--- config.mk ---
export PLATFORM = sky130hd
export DESIGN_NAME = pin_option_mux
export DESIGN_NICKNAME = d
export VERILOG_FILES = /design/src/rtl/pinopt_pkg.sv /design/src/rtl/pinopt_regs.sv /design/src/rtl/pinopt_ale_gen.sv /design/src/rtl/pinopt_pad_mux.sv /design/src/rtl/pin_option_mux.sv
export SDC_FILE = /design/constraint.sdc
export NUM_CORES = 1
export LEC_CHECK = 0
export BUFFER_PORTS_ARGS = -buffer_cell sky130_fd_sc_hd__buf_2
export CAP_MARGIN = 15
export CORE_MARGIN = 2
export CORE_UTILIZATION = 40
export CTS_CLUSTER_DIAMETER = 80
export DETAILED_ROUTE_END_ITERATION = 6
export MAX_ROUTING_LAYER = met4
export PLACE_DENSITY = 0.85
export SLEW_MARGIN = 20
export SYNTH_ARGS = -nofsm -noshare
export SYNTH_HDL_FRONTEND = slang
export SYNTH_SLANG_ARGS = --single-unit
--- constraint.sdc ---
create_clock -name clk -period 1.9 [get_ports clk]
set_input_delay 0.38 -clock clk [delete_from_list [all_inputs] [get_ports clk]]
set_output_delay 0.38 -clock clk [all_outputs]
set_load 0.005 [all_outputs]
--- src/rtl/pinopt_pkg.sv ---
package pinopt_pkg;
  localparam int SFR_W   = 8;
  localparam int AUX_W   = 7;
  localparam int P0_W    = 8;
  localparam int HD_W    = 4;
  localparam int ALE_BIT  = 5;
  localparam int PSEN_BIT = 6;

  localparam logic [SFR_W-1:0] OPT_WMASK = 8'hDF;
  localparam logic [AUX_W-1:0] AUX_MASK  = 7'b110_1111;

  typedef struct packed {
    logic            psen_io;
    logic            ale_io;
    logic            rsvd;
    logic [HD_W-1:0] hi_drive;
    logic            p0_pull;
  } opt_t;
endpackage

--- src/rtl/pinopt_regs.sv ---
module pinopt_regs
  import pinopt_pkg::*;
#(
  parameter logic [SFR_W-1:0] OPT_ADDR = 8'h86,
  parameter logic [SFR_W-1:0] AUX_ADDR = 8'hD8
) (
  input  logic             clk,
  input  logic             rst_n,
  input  logic [SFR_W-1:0] sfr_addr,
  input  logic [SFR_W-1:0] sfr_wdata,
  input  logic             sfr_wr,
  input  logic [AUX_W-1:0] aux_pin,
  output logic [SFR_W-1:0] sfr_rdata,
  output opt_t             opt_q,
  output logic [AUX_W-1:0] aux_latch_q
);
  logic             opt_en;
  logic             aux_en;
  opt_t             opt_n;
  logic [AUX_W-1:0] aux_n;

  always_comb begin
    opt_en = sfr_wr && (sfr_addr == OPT_ADDR);
    aux_en = sfr_wr && (sfr_addr == AUX_ADDR);
    opt_n  = opt_t'(sfr_wdata & OPT_WMASK);
    aux_n  = sfr_wdata[AUX_W-1:0] & AUX_MASK;
  end

  always_ff @(posedge clk or negedge rst_n) begin
    if (!rst_n)      opt_q <= '0;
    else if (opt_en) opt_q <= opt_n;
  end

  always_ff @(posedge clk or negedge rst_n) begin
    if (!rst_n)      aux_latch_q <= AUX_MASK;
    else if (aux_en) aux_latch_q <= aux_n;
  end

  always_comb begin
    sfr_rdata = '0;
    if (sfr_addr == OPT_ADDR)      sfr_rdata = opt_q;
    else if (sfr_addr == AUX_ADDR) sfr_rdata = {1'b0, aux_pin & AUX_MASK};
  end
endmodule

--- src/rtl/pinopt_ale_gen.sv ---
module pinopt_ale_gen #(
  parameter int STATE_W = 3,
  parameter int PULSE_A = 0,
  parameter int PULSE_B = 3
) (
  input  logic               clk,
  input  logic               rst_n,
  input  logic [STATE_W-1:0] mc_state,
  input  logic               ale_quiet,
  output logic               ale_o
);
  localparam logic [STATE_W-1:0] ST_A = STATE_W'(PULSE_A);
  localparam logic [STATE_W-1:0] ST_B = STATE_W'(PULSE_B);

  logic ale_n;

  always_comb begin
    ale_n = !ale_quiet && ((mc_state == ST_A) || (mc_state == ST_B));
  end

  always_ff @(posedge clk or negedge rst_n) begin
    if (!rst_n) ale_o <= 1'b0;
    else        ale_o <= ale_n;
  end
endmodule

--- src/rtl/pinopt_pad_mux.sv ---
module pinopt_pad_mux
  import pinopt_pkg::*;
(
  input  opt_t             opt,
  input  logic [AUX_W-1:0] aux_latch,
  input  logic             ale_sig,
  input  logic             psen_sig,
  input  logic [P0_W-1:0]  p0_latch,
  output logic [P0_W-1:0]  p0_oe,
  output logic [P0_W-1:0]  p0_pu,
  output logic [HD_W-1:0]  p3_hd,
  output logic [AUX_W-1:0] aux_do,
  output logic [AUX_W-1:0] aux_oe,
  output logic [AUX_W-1:0] aux_pu
);
  always_comb begin
    p0_oe = ~p0_latch;
    p0_pu = p0_latch & {P0_W{opt.p0_pull}};
    p3_hd = opt.hi_drive;

    aux_do = '0;
    aux_oe = ~aux_latch & AUX_MASK;
    aux_pu =  aux_latch & AUX_MASK;

    if (!opt.ale_io) begin
      aux_do[ALE_BIT] = ale_sig;
      aux_oe[ALE_BIT] = 1'b1;
      aux_pu[ALE_BIT] = 1'b0;
    end
    if (!opt.psen_io) begin
      aux_do[PSEN_BIT] = psen_sig;
      aux_oe[PSEN_BIT] = 1'b1;
      aux_pu[PSEN_BIT] = 1'b0;
    end
  end
endmodule

--- src/rtl/pin_option_mux.sv ---
module pin_option_mux
  import pinopt_pkg::*;
#(
  parameter logic [7:0] OPT_ADDR = 8'h86,
  parameter logic [7:0] AUX_ADDR = 8'hD8,
  parameter int         STATE_W  = 3,
  parameter int         PULSE_A  = 0,
  parameter int         PULSE_B  = 3
) (
  input  logic               clk,
  input  logic               rst_n,
  input  logic [7:0]         sfr_addr,
  input  logic [7:0]         sfr_wdata,
  input  logic               sfr_wr,
  output logic [7:0]         sfr_rdata,
  input  logic [STATE_W-1:0] mc_state,
  input  logic               ale_quiet,
  input  logic               core_psen_n,
  input  logic [7:0]         p0_latch,
  output logic [7:0]         p0_oe,
  output logic [7:0]         p0_pu,
  output logic [3:0]         p3_hd,
  input  logic [6:0]         aux_pin,
  output logic [6:0]         aux_do,
  output logic [6:0]         aux_oe,
  output logic [6:0]         aux_pu
);
  opt_t             opt_q;
  logic [AUX_W-1:0] aux_latch;
  logic             ale_sig;

  pinopt_regs #(.OPT_ADDR(OPT_ADDR), .AUX_ADDR(AUX_ADDR)) i_regs (
    .clk(clk), .rst_n(rst_n), .sfr_addr(sfr_addr), .sfr_wdata(sfr_wdata),
    .sfr_wr(sfr_wr), .aux_pin(aux_pin), .sfr_rdata(sfr_rdata),
    .opt_q(opt_q), .aux_latch_q(aux_latch)
  );

  pinopt_ale_gen #(.STATE_W(STATE_W), .PULSE_A(PULSE_A), .PULSE_B(PULSE_B)) i_ale (
    .clk(clk), .rst_n(rst_n), .mc_state(mc_state), .ale_quiet(ale_quiet),
    .ale_o(ale_sig)
  );

  pinopt_pad_mux i_mux (
    .opt(opt_q), .aux_latch(aux_latch), .ale_sig(ale_sig), .psen_sig(core_psen_n),
    .p0_latch(p0_latch), .p0_oe(p0_oe), .p0_pu(p0_pu), .p3_hd(p3_hd),
    .aux_do(aux_do), .aux_oe(aux_oe), .aux_pu(aux_pu)
  );
endmodule

# == Yosys cells after proc, flatten, opt, wreduce, memory -nomap -nowiden ==
# Index checks and enable logic that the tools add are counted.
# word_totals
reg_bits,14
input_bits,39
output_inout_bits,49
word_cells,26
# op_classes
eq_ne,3
muxes,8
bitwise,3
reduce_logical,6
# ops
operator,count
8-bit == test (second input constant),2
8-bit AND,1
8-bit two-way mux,1
8-bit inverter,1
7-bit two-way mux,1
7-bit inverter,1
1-bit two-way mux,6
3-bit by 2-bit == test with 1-bit output (second input constant),1
1-bit logical AND,3
3-bit zero test,1
1-bit zero test,1
1-bit logical OR,1

# == Longest topological paths before layout ==
# Gate-level depths: netlist of the first run.
# logic_depth
word_depth,3
depth_mapped,5
mapped_depth_nobuf,3

# == By module ==
# A second synthesis of the first run with hierarchy kept.
# unflattened
cells_unflattened,103
hier_area_um2,1026.0
# by_module_without_submodules
module,instances,cells_each,area_each_um2,seq_area_each_um2
pinopt_regs,1,58,738.2,332.8
pinopt_pad_mux,1,42,244.0,0.0
pinopt_ale_gen,1,3,43.8,25.0

# == Worst setup path after synthesis of the first run ==
# OpenSTA, ideal clock, no wires.
# synth_path
path_type,in2out
startpoint,input port sfr_addr[3]
endpoint,output port sfr_rdata[4]
t_arrival_ns,1.173
required_time_ns,1.520
path_slack_ns,0.347
path_stages,3
n_path_buf,0
path_cell_list,nor4b_4 > and2_2 > and3_1
# synth_via
elab_chain_cells,2
# synth_lines
item,line,text
from (decl),pin_option_mux.sv:12,"input logic [7:0] sfr_addr,"
8-bit == test,pinopt_regs.sv:41,if (sfr_addr == OPT_ADDR) sfr_rdata = opt_q;
8-bit two-way mux,pinopt_regs.sv:41,
to (decl),pin_option_mux.sv:15,"output logic [7:0] sfr_rdata,"
# No other way between the ends.

# == Worst setup path after layout of the first run ==
# layout_path
startpoint,input port sfr_addr[3]
endpoint,output port sfr_rdata[3]
# layout_via
elab_chain_cells,3
elab_cells_between_ends,4
classes_between,2 x eq/ne; 2 x mux
# layout_lines
item,line,text
8-bit == test,pinopt_regs.sv:42,"else if (sfr_addr == AUX_ADDR) sfr_rdata = {1'b0, aux_pin & AUX_MASK};"
7-bit two-way mux,pinopt_regs.sv:42,
8-bit two-way mux (*),pinopt_regs.sv:41,
# Every way passes the cells marked *; elsewhere a longest branch is shown, timed or not.

==> flow_summary.yaml, run 1 <==
run_status:
  outcome: "finished clean"
die:
  die_w_um: 53.93
  coreArea_um2: 2410
  start_util: 0.4138
  row_count: 18
  pin_count: 88
  dieArea_um2: 2908
  die_y_um: 53.93
routing:
  vias_per_cell: 4.417
  drtPass1Iterations: 5
  drc: 0
  postRouteAntennaNets: 0
  vias: 910
  drtIter0Drc: 11
  wl_um: 2198
  wl_per_cell_um: 10.67
setup_path:
  worstPathRequired_ps: 1520
  crit_slowest_cell: "nor4b_4"
  critPathArrivalTime_ps: 1370
  cp.depth: 6
  slowest_delay_ps: 310
  critPathTopFamily: "buffers and inverters"
  critPathKind: "primary input to output port"
  reg2reg_depth: 1
  critPathCaptureType: "output port"
  path_buf_inv: 3
  cp-start-kind: "primary input"
  path_cells: "buf_2, nor4b_4, buf_4, nand3_1, a21oi_1, buf_2"
  crit_top_cell: "buf_2"
  crit_fanout: 5
clock_network:
  cts_tree: "built"
  htreeDepth: 1
  clk_latency_ps: 270
  cts_buffers: 3
  root_buffer: "clkbuf_4"
  cts_buffer_depth: 2
  clk_pin_slew_ps: 80
  clock_sinks: 14
timing:
  rsz0062_at_grt: "false"
  min_period_over_period: 0.9206
  fmax_mhz: 571.7
  hold_viol_final: 0
  min_period_ps: 1749
  fin_ws_ps: 150.9
  setup_tns_ps: 0
  finalSetupViolCount: 0
  finalClockSkew_ps: 0
  maxSlewViolCount: 0
logic_synthesis:
  synth_most_common_cell: "buf_4"
  synth_edf_count: 0
  syn-cell-area_um2: 997.2
  synth_top_area_cell: "dfrtp_1"
  syn_inst: 100
  synthFlopType: "dfrtp_1"
  synthArstFlopShare: 1.000
  ys_top_cells_by_area: "dfrtp_1 (20%), dfstp_2 (16%), buf_4 (11%)"
  yosys.area.top_type_share: 0.2008
  ys_ff_latch: 14
  yosysWarnings: 0
  yosysSeqAreaShare: 0.3588
  synth_cell_types: 24
  syn_area_per_cell_um2: 9.972
  synth_common_cells: "buf_4 (15), inv_1 (14), mux2_2 (10)"
grt:
  grt_use_met3: 0.008333
  grtUsageMet1: 0.2191
  grt_pass1_wl_um: 3298
  met2_usage: 0.2561
  grt_usage: 0.1589
  grt_max_degree: 15
  antenna_found_initial: 0
  grt.busiest_layer: "met2"
  grt.overflow.total: 0
  grt_pass1_vias: 792
final_layout:
  diodes: 0
  area_delta_synth_final_pct: 39.40
  nNetsFinal: 216
  drive_gt1_frac: 0.6250
power:
  power_density_nw_per_um2: 480.1
  leakage_nw: 0.8225
  ir_drop_mv: 0.4424
worst_hold_path:
  hold_class: "primary input to flop"
  holdPathStages: 2
place:
  dp_hpwl_um: 1872
  port_buffers: 79
  gp_congestion: 0.6740
  pre_cts_ws_ps: 154.2
run:
  maxCapViolations: 0
[routing by layer]
metal  wire length, µm  up-vias
met5                 0        -
met4                 0        0
met3               212        0
met2              1040       54
met1               946      397
li1                  -      459
[layout by cell type (no fill, tap or decap)]
cell / count
a21oi_1: 5
buf_4: 4
nand3b_1: 5
nor2_1: 1
and2_2: 1
nor2b_1: 2
mux2_2: 10
nor4b_4: 1
clkbuf_8: 1
dfstp_2: 6
nor3b_2: 1
dfrtp_1: 8
clkbuf_4: 3
nand2_1: 3
nand3_1: 5
buf_2: 79
xor2_1: 1
mux2_4: 3
nand4_4: 1
nor3_1: 1
and4b_1: 3
inv_1: 14
conb_1: 7
dlygate4sd3_1: 1
and2_1: 8
and3_1: 2
[metrics by stage]
| step | utilization | cell area (µm²) | hold WS, ps | instances | total power, mW |
|---|---|---|---|---|---|
| floorplan | - | 1020 | 84.41 | 106 | 0.3998 |
| global placement | 0.5576 | 1344 | 282.0 | 201 | 0.4610 |
| detailed placement | 0.5576 | 1344 | 285.8 | 201 | 0.4650 |
| CTS | 0.5768 | 1390 | 244.6 | 206 | 0.6770 |
| global route | 0.5768 | 1390 | 248.5 | 206 | 0.7077 |
| finish | 0.5768 | 1390 | 253.6 | 206 | 0.6674 |
[what timing repair did]
item                      in CTS  in global routing
gates resized for setup        0                  0
setup buffers                  0                  0
hold endpoints to repair       8                  0
hold buffers                   1                  0
[where the power goes]
group	switching, mW	leakage [nW]	total [mW]	internal [mW]
clock	0.0913	0.0210	0.208	0.116
combinational	0.0562	0.630	0.130	0.0736
sequential	0.0127	0.172	0.330	0.317
total	0.160	0.823	0.667	0.507
[path summary, 6_finish.rpt]
path / slack (ps) / endpoint / startpoint
max: 150 / sfr_rdata[3] / sfr_addr[3]
min: 250 / i_ale.ale_o$_DFF_PN0_ / ale_quiet
max reg2reg: 1010 / i_regs.opt_q[0]$_DFFE_PN0P_ / i_regs.opt_q[0]$_DFFE_PN0P_
min reg2reg: 520 / i_regs.opt_q[4]$_DFFE_PN0P_ / i_regs.opt_q[4]$_DFFE_PN0P_
max in group asynchronous: 1090 / i_regs.aux_latch_q[6]$_DFFE_PN1P_ / rst_n
min in group asynchronous: 530 / i_regs.opt_q[2]$_DFFE_PN0P_ / rst_n
[flip-flops by register name (all words and copies together) (netlist names)]
name	cells
i_regs.aux_latch_q	6
i_ale.ale_o	1
i_regs.opt_q	7
[area by class of cell]
class / instances / area, µm²
inverter: 14 / 52.55
sequential: 14 / 357.8
fill: 220 / 1020
multi-input combinational: 60 / 470.5
tap: 30 / 37.54
timing repair buffer: 84 / 435.4
clock buffer: 4 / 36.28
[logic make-up after synthesis]
logic type,synth area share
buffers and inverters,0.1920
xor gates and xnor gates,0.008785
and+or+nand+nor,0.2534
DFF,0.3588
other,0.003761
AOI/OAI and AO/OA,0.02509
muxes,0.1581
Power figures use the tool's default switching activity.
==> run 2, diff against run 1 <==
==> constraint.sdc (replaced) <==
create_clock -name clk -period 1.9 [get_ports clk]
set_input_delay 0.38 -clock clk [delete_from_list [all_inputs] [get_ports clk]]
set_output_delay 0.38 -clock clk [all_outputs]
set_load 0.1 [all_outputs]
==> run 2 against run 1 <==
Design area rose by 14%. Worst hold slack gained 5.3 ps. Sequential share of layout area is 3.2 points lower. Register-to-register slack gained 30 ps. Die area is the same. Largest cell class is now non-clock buffers.
==> flow_summary.yaml, run 2 (synthesis gave the netlist of run 1 again) <==
timing:
  min_period_over_period: 0.9691
  maxSlewViolCount: 0
  min_period_ps: 1841
  rsz0062_at_grt: "false"
  hold_viol_final: 0
  finalSetupViolCount: 0
  finalClockSkew_ps: 0
  worst_hold_slack_ps: 258.9
  setup_tns_ps: 0
  fmax_mhz: 543.1
  fin_ws_ps: 58.78
clock_network:
  cts_resized: 0
  clock_sinks: 14
  root_buffer: "clkbuf_4"
  clk_latency_ps: 270
  clk_pin_slew_ps: 80
  htreeDepth: 1
  cts_tree: "built"
  cts_buffer_depth: 2
  cts_buffers: 3
final_layout:
  fin_util: 0.6589
  fillers: 185
  nNetsFinal: 216
  drive_gt1_frac: 0.7045
  area_delta_synth_final_pct: 59.22
  largest-register: "i_regs.opt_q"
  layout_commonest_cell: "buf_2"
  largest_register_ffs: 7
  final_cell_mix: "buf_2 (71), inv_1 (12), mux2_2 (10)"
  top_regs: "i_regs.opt_q x7, i_regs.aux_latch_q x6, i_ale.ale_o x1"
  diodes: 0
routing:
  drc: 0
  postRouteAntennaNets: 0
  vias: 949
  vias_per_cell: 4.607
  wl_um: 2432
  drtIter0Drc: 2
  drtPass1Iterations: 2
  wl_per_cell_um: 11.81
die:
  die_y_um: 53.93
  pin_count: 88
  coreArea_um2: 2410
  dieArea_um2: 2908
  row_count: 18
  start_util: 0.4138
  die_w_um: 53.93
grt:
  grtUsageMet1: 0.2049
  grt_max_degree: 15
  grt_pass1_wl_um: 3753
  antenna_found_initial: 0
  grt_use_met3: 0.01667
  grt.busiest_layer: "met2"
  grt_usage: 0.1793
  grt_pass1_vias: 884
  met2_usage: 0.3354
  grt.overflow.total: 0
power:
  power_mw: 0.9409
  leakage_nw: 0.8218
  power_density_nw_per_um2: 592.6
  ir_drop_mv: 0.4674
run_status:
  outcome: "finished clean"
run:
  maxCapViolations: 0
place:
  pre_cts_ws_ps: 22.84
  gp_congestion: 0.7105
  port_buffers: 79
  dp_hpwl_um: 2103
setup_path:
  crit_fanout: 5
  critPathKind: "primary input to output port"
  critPathCaptureType: "output port"
  critPathArrivalTime_ps: 1460
  worstPathRequired_ps: 1520
  cp-start-kind: "primary input"
worst_hold_path:
  hold_class: "primary input to flop"
==> run 2: changes by cell type in the layout (fill, tap and decap cells not counted), sizes merged <==
cell,before,now
clkinvlp,0,2
inv,14,12
==> run 2: per-stage QoR <==
step	std cells	cell area [µm²]
6_report	206	1588
5_1_grt	206	1588
4_1_cts	205	1580
3_5_place_dp	200	1534
3_3_place_gp	200	1534
2_1_floorplan	106	1097
==> run 2: final cells by class <==
cell class              instances  area [µm²]  area share
well taps                      30       37.54     0.02364
clock buffers                   4       36.28     0.02285
flip-flops and latches         14       357.8      0.2254
inverters                      14       60.06     0.03783
repair buffers                 84       555.5      0.3499
multi-input cells              60       540.5      0.3404
==> run 2: routing by layer <==
layer  wire length [µm]  vias up
met1                933      450
met2               1360       36
met5                  0        -
met3                131        2
met4                  7        0
li1                   -      461
==> run 2: report_power, final <==
group          leakage, nW  total [mW]  switching (mW)  internal, mW
Combinational        0.629       0.403           0.328        0.0752
Clock               0.0210       0.208          0.0918         0.116
Sequential           0.172       0.330          0.0130         0.317
==> run 2: path summary, 6_finish.rpt <==
| kind | start | end | slack (ps) | depth (start not counted) |
|---|---|---|---|---|
| max | sfr_addr[6] | sfr_rdata[0] | 60 | 6 |
| min | ale_quiet | i_ale.ale_o$_DFF_PN0_ | 260 | 2 |
| max reg2reg | i_regs.opt_q[0]$_DFFE_PN0P_ | i_regs.opt_q[0]$_DFFE_PN0P_ | 1040 | 1 |
| min reg2reg | i_regs.opt_q[4]$_DFFE_PN0P_ | i_regs.opt_q[4]$_DFFE_PN0P_ | 530 | 1 |
| max in group asynchronous | rst_n | i_regs.aux_latch_q[2]$_DFFE_PN1P_ | 1110 | 2 |
| min in group asynchronous | rst_n | i_regs.opt_q[6]$_DFFE_PN0P_ | 510 | 2 |
==> run 2: critical path: stages <==
cell and delay, ps:
buf_2 120, nor4b_4 280, buf_4 180, nand3_1 90, a21oi_2 210, buf_12 200
==> run 2: what timing repair did <==
| item | 4_1_cts | 5_1_grt |
|---|---|---|
| hold buffers | 1 | 0 |
| endpoints found under the hold margin | 8 | 0 |
| setup endpoints to repair | 0 | 5 |
| buffers inserted | 0 | 1 |
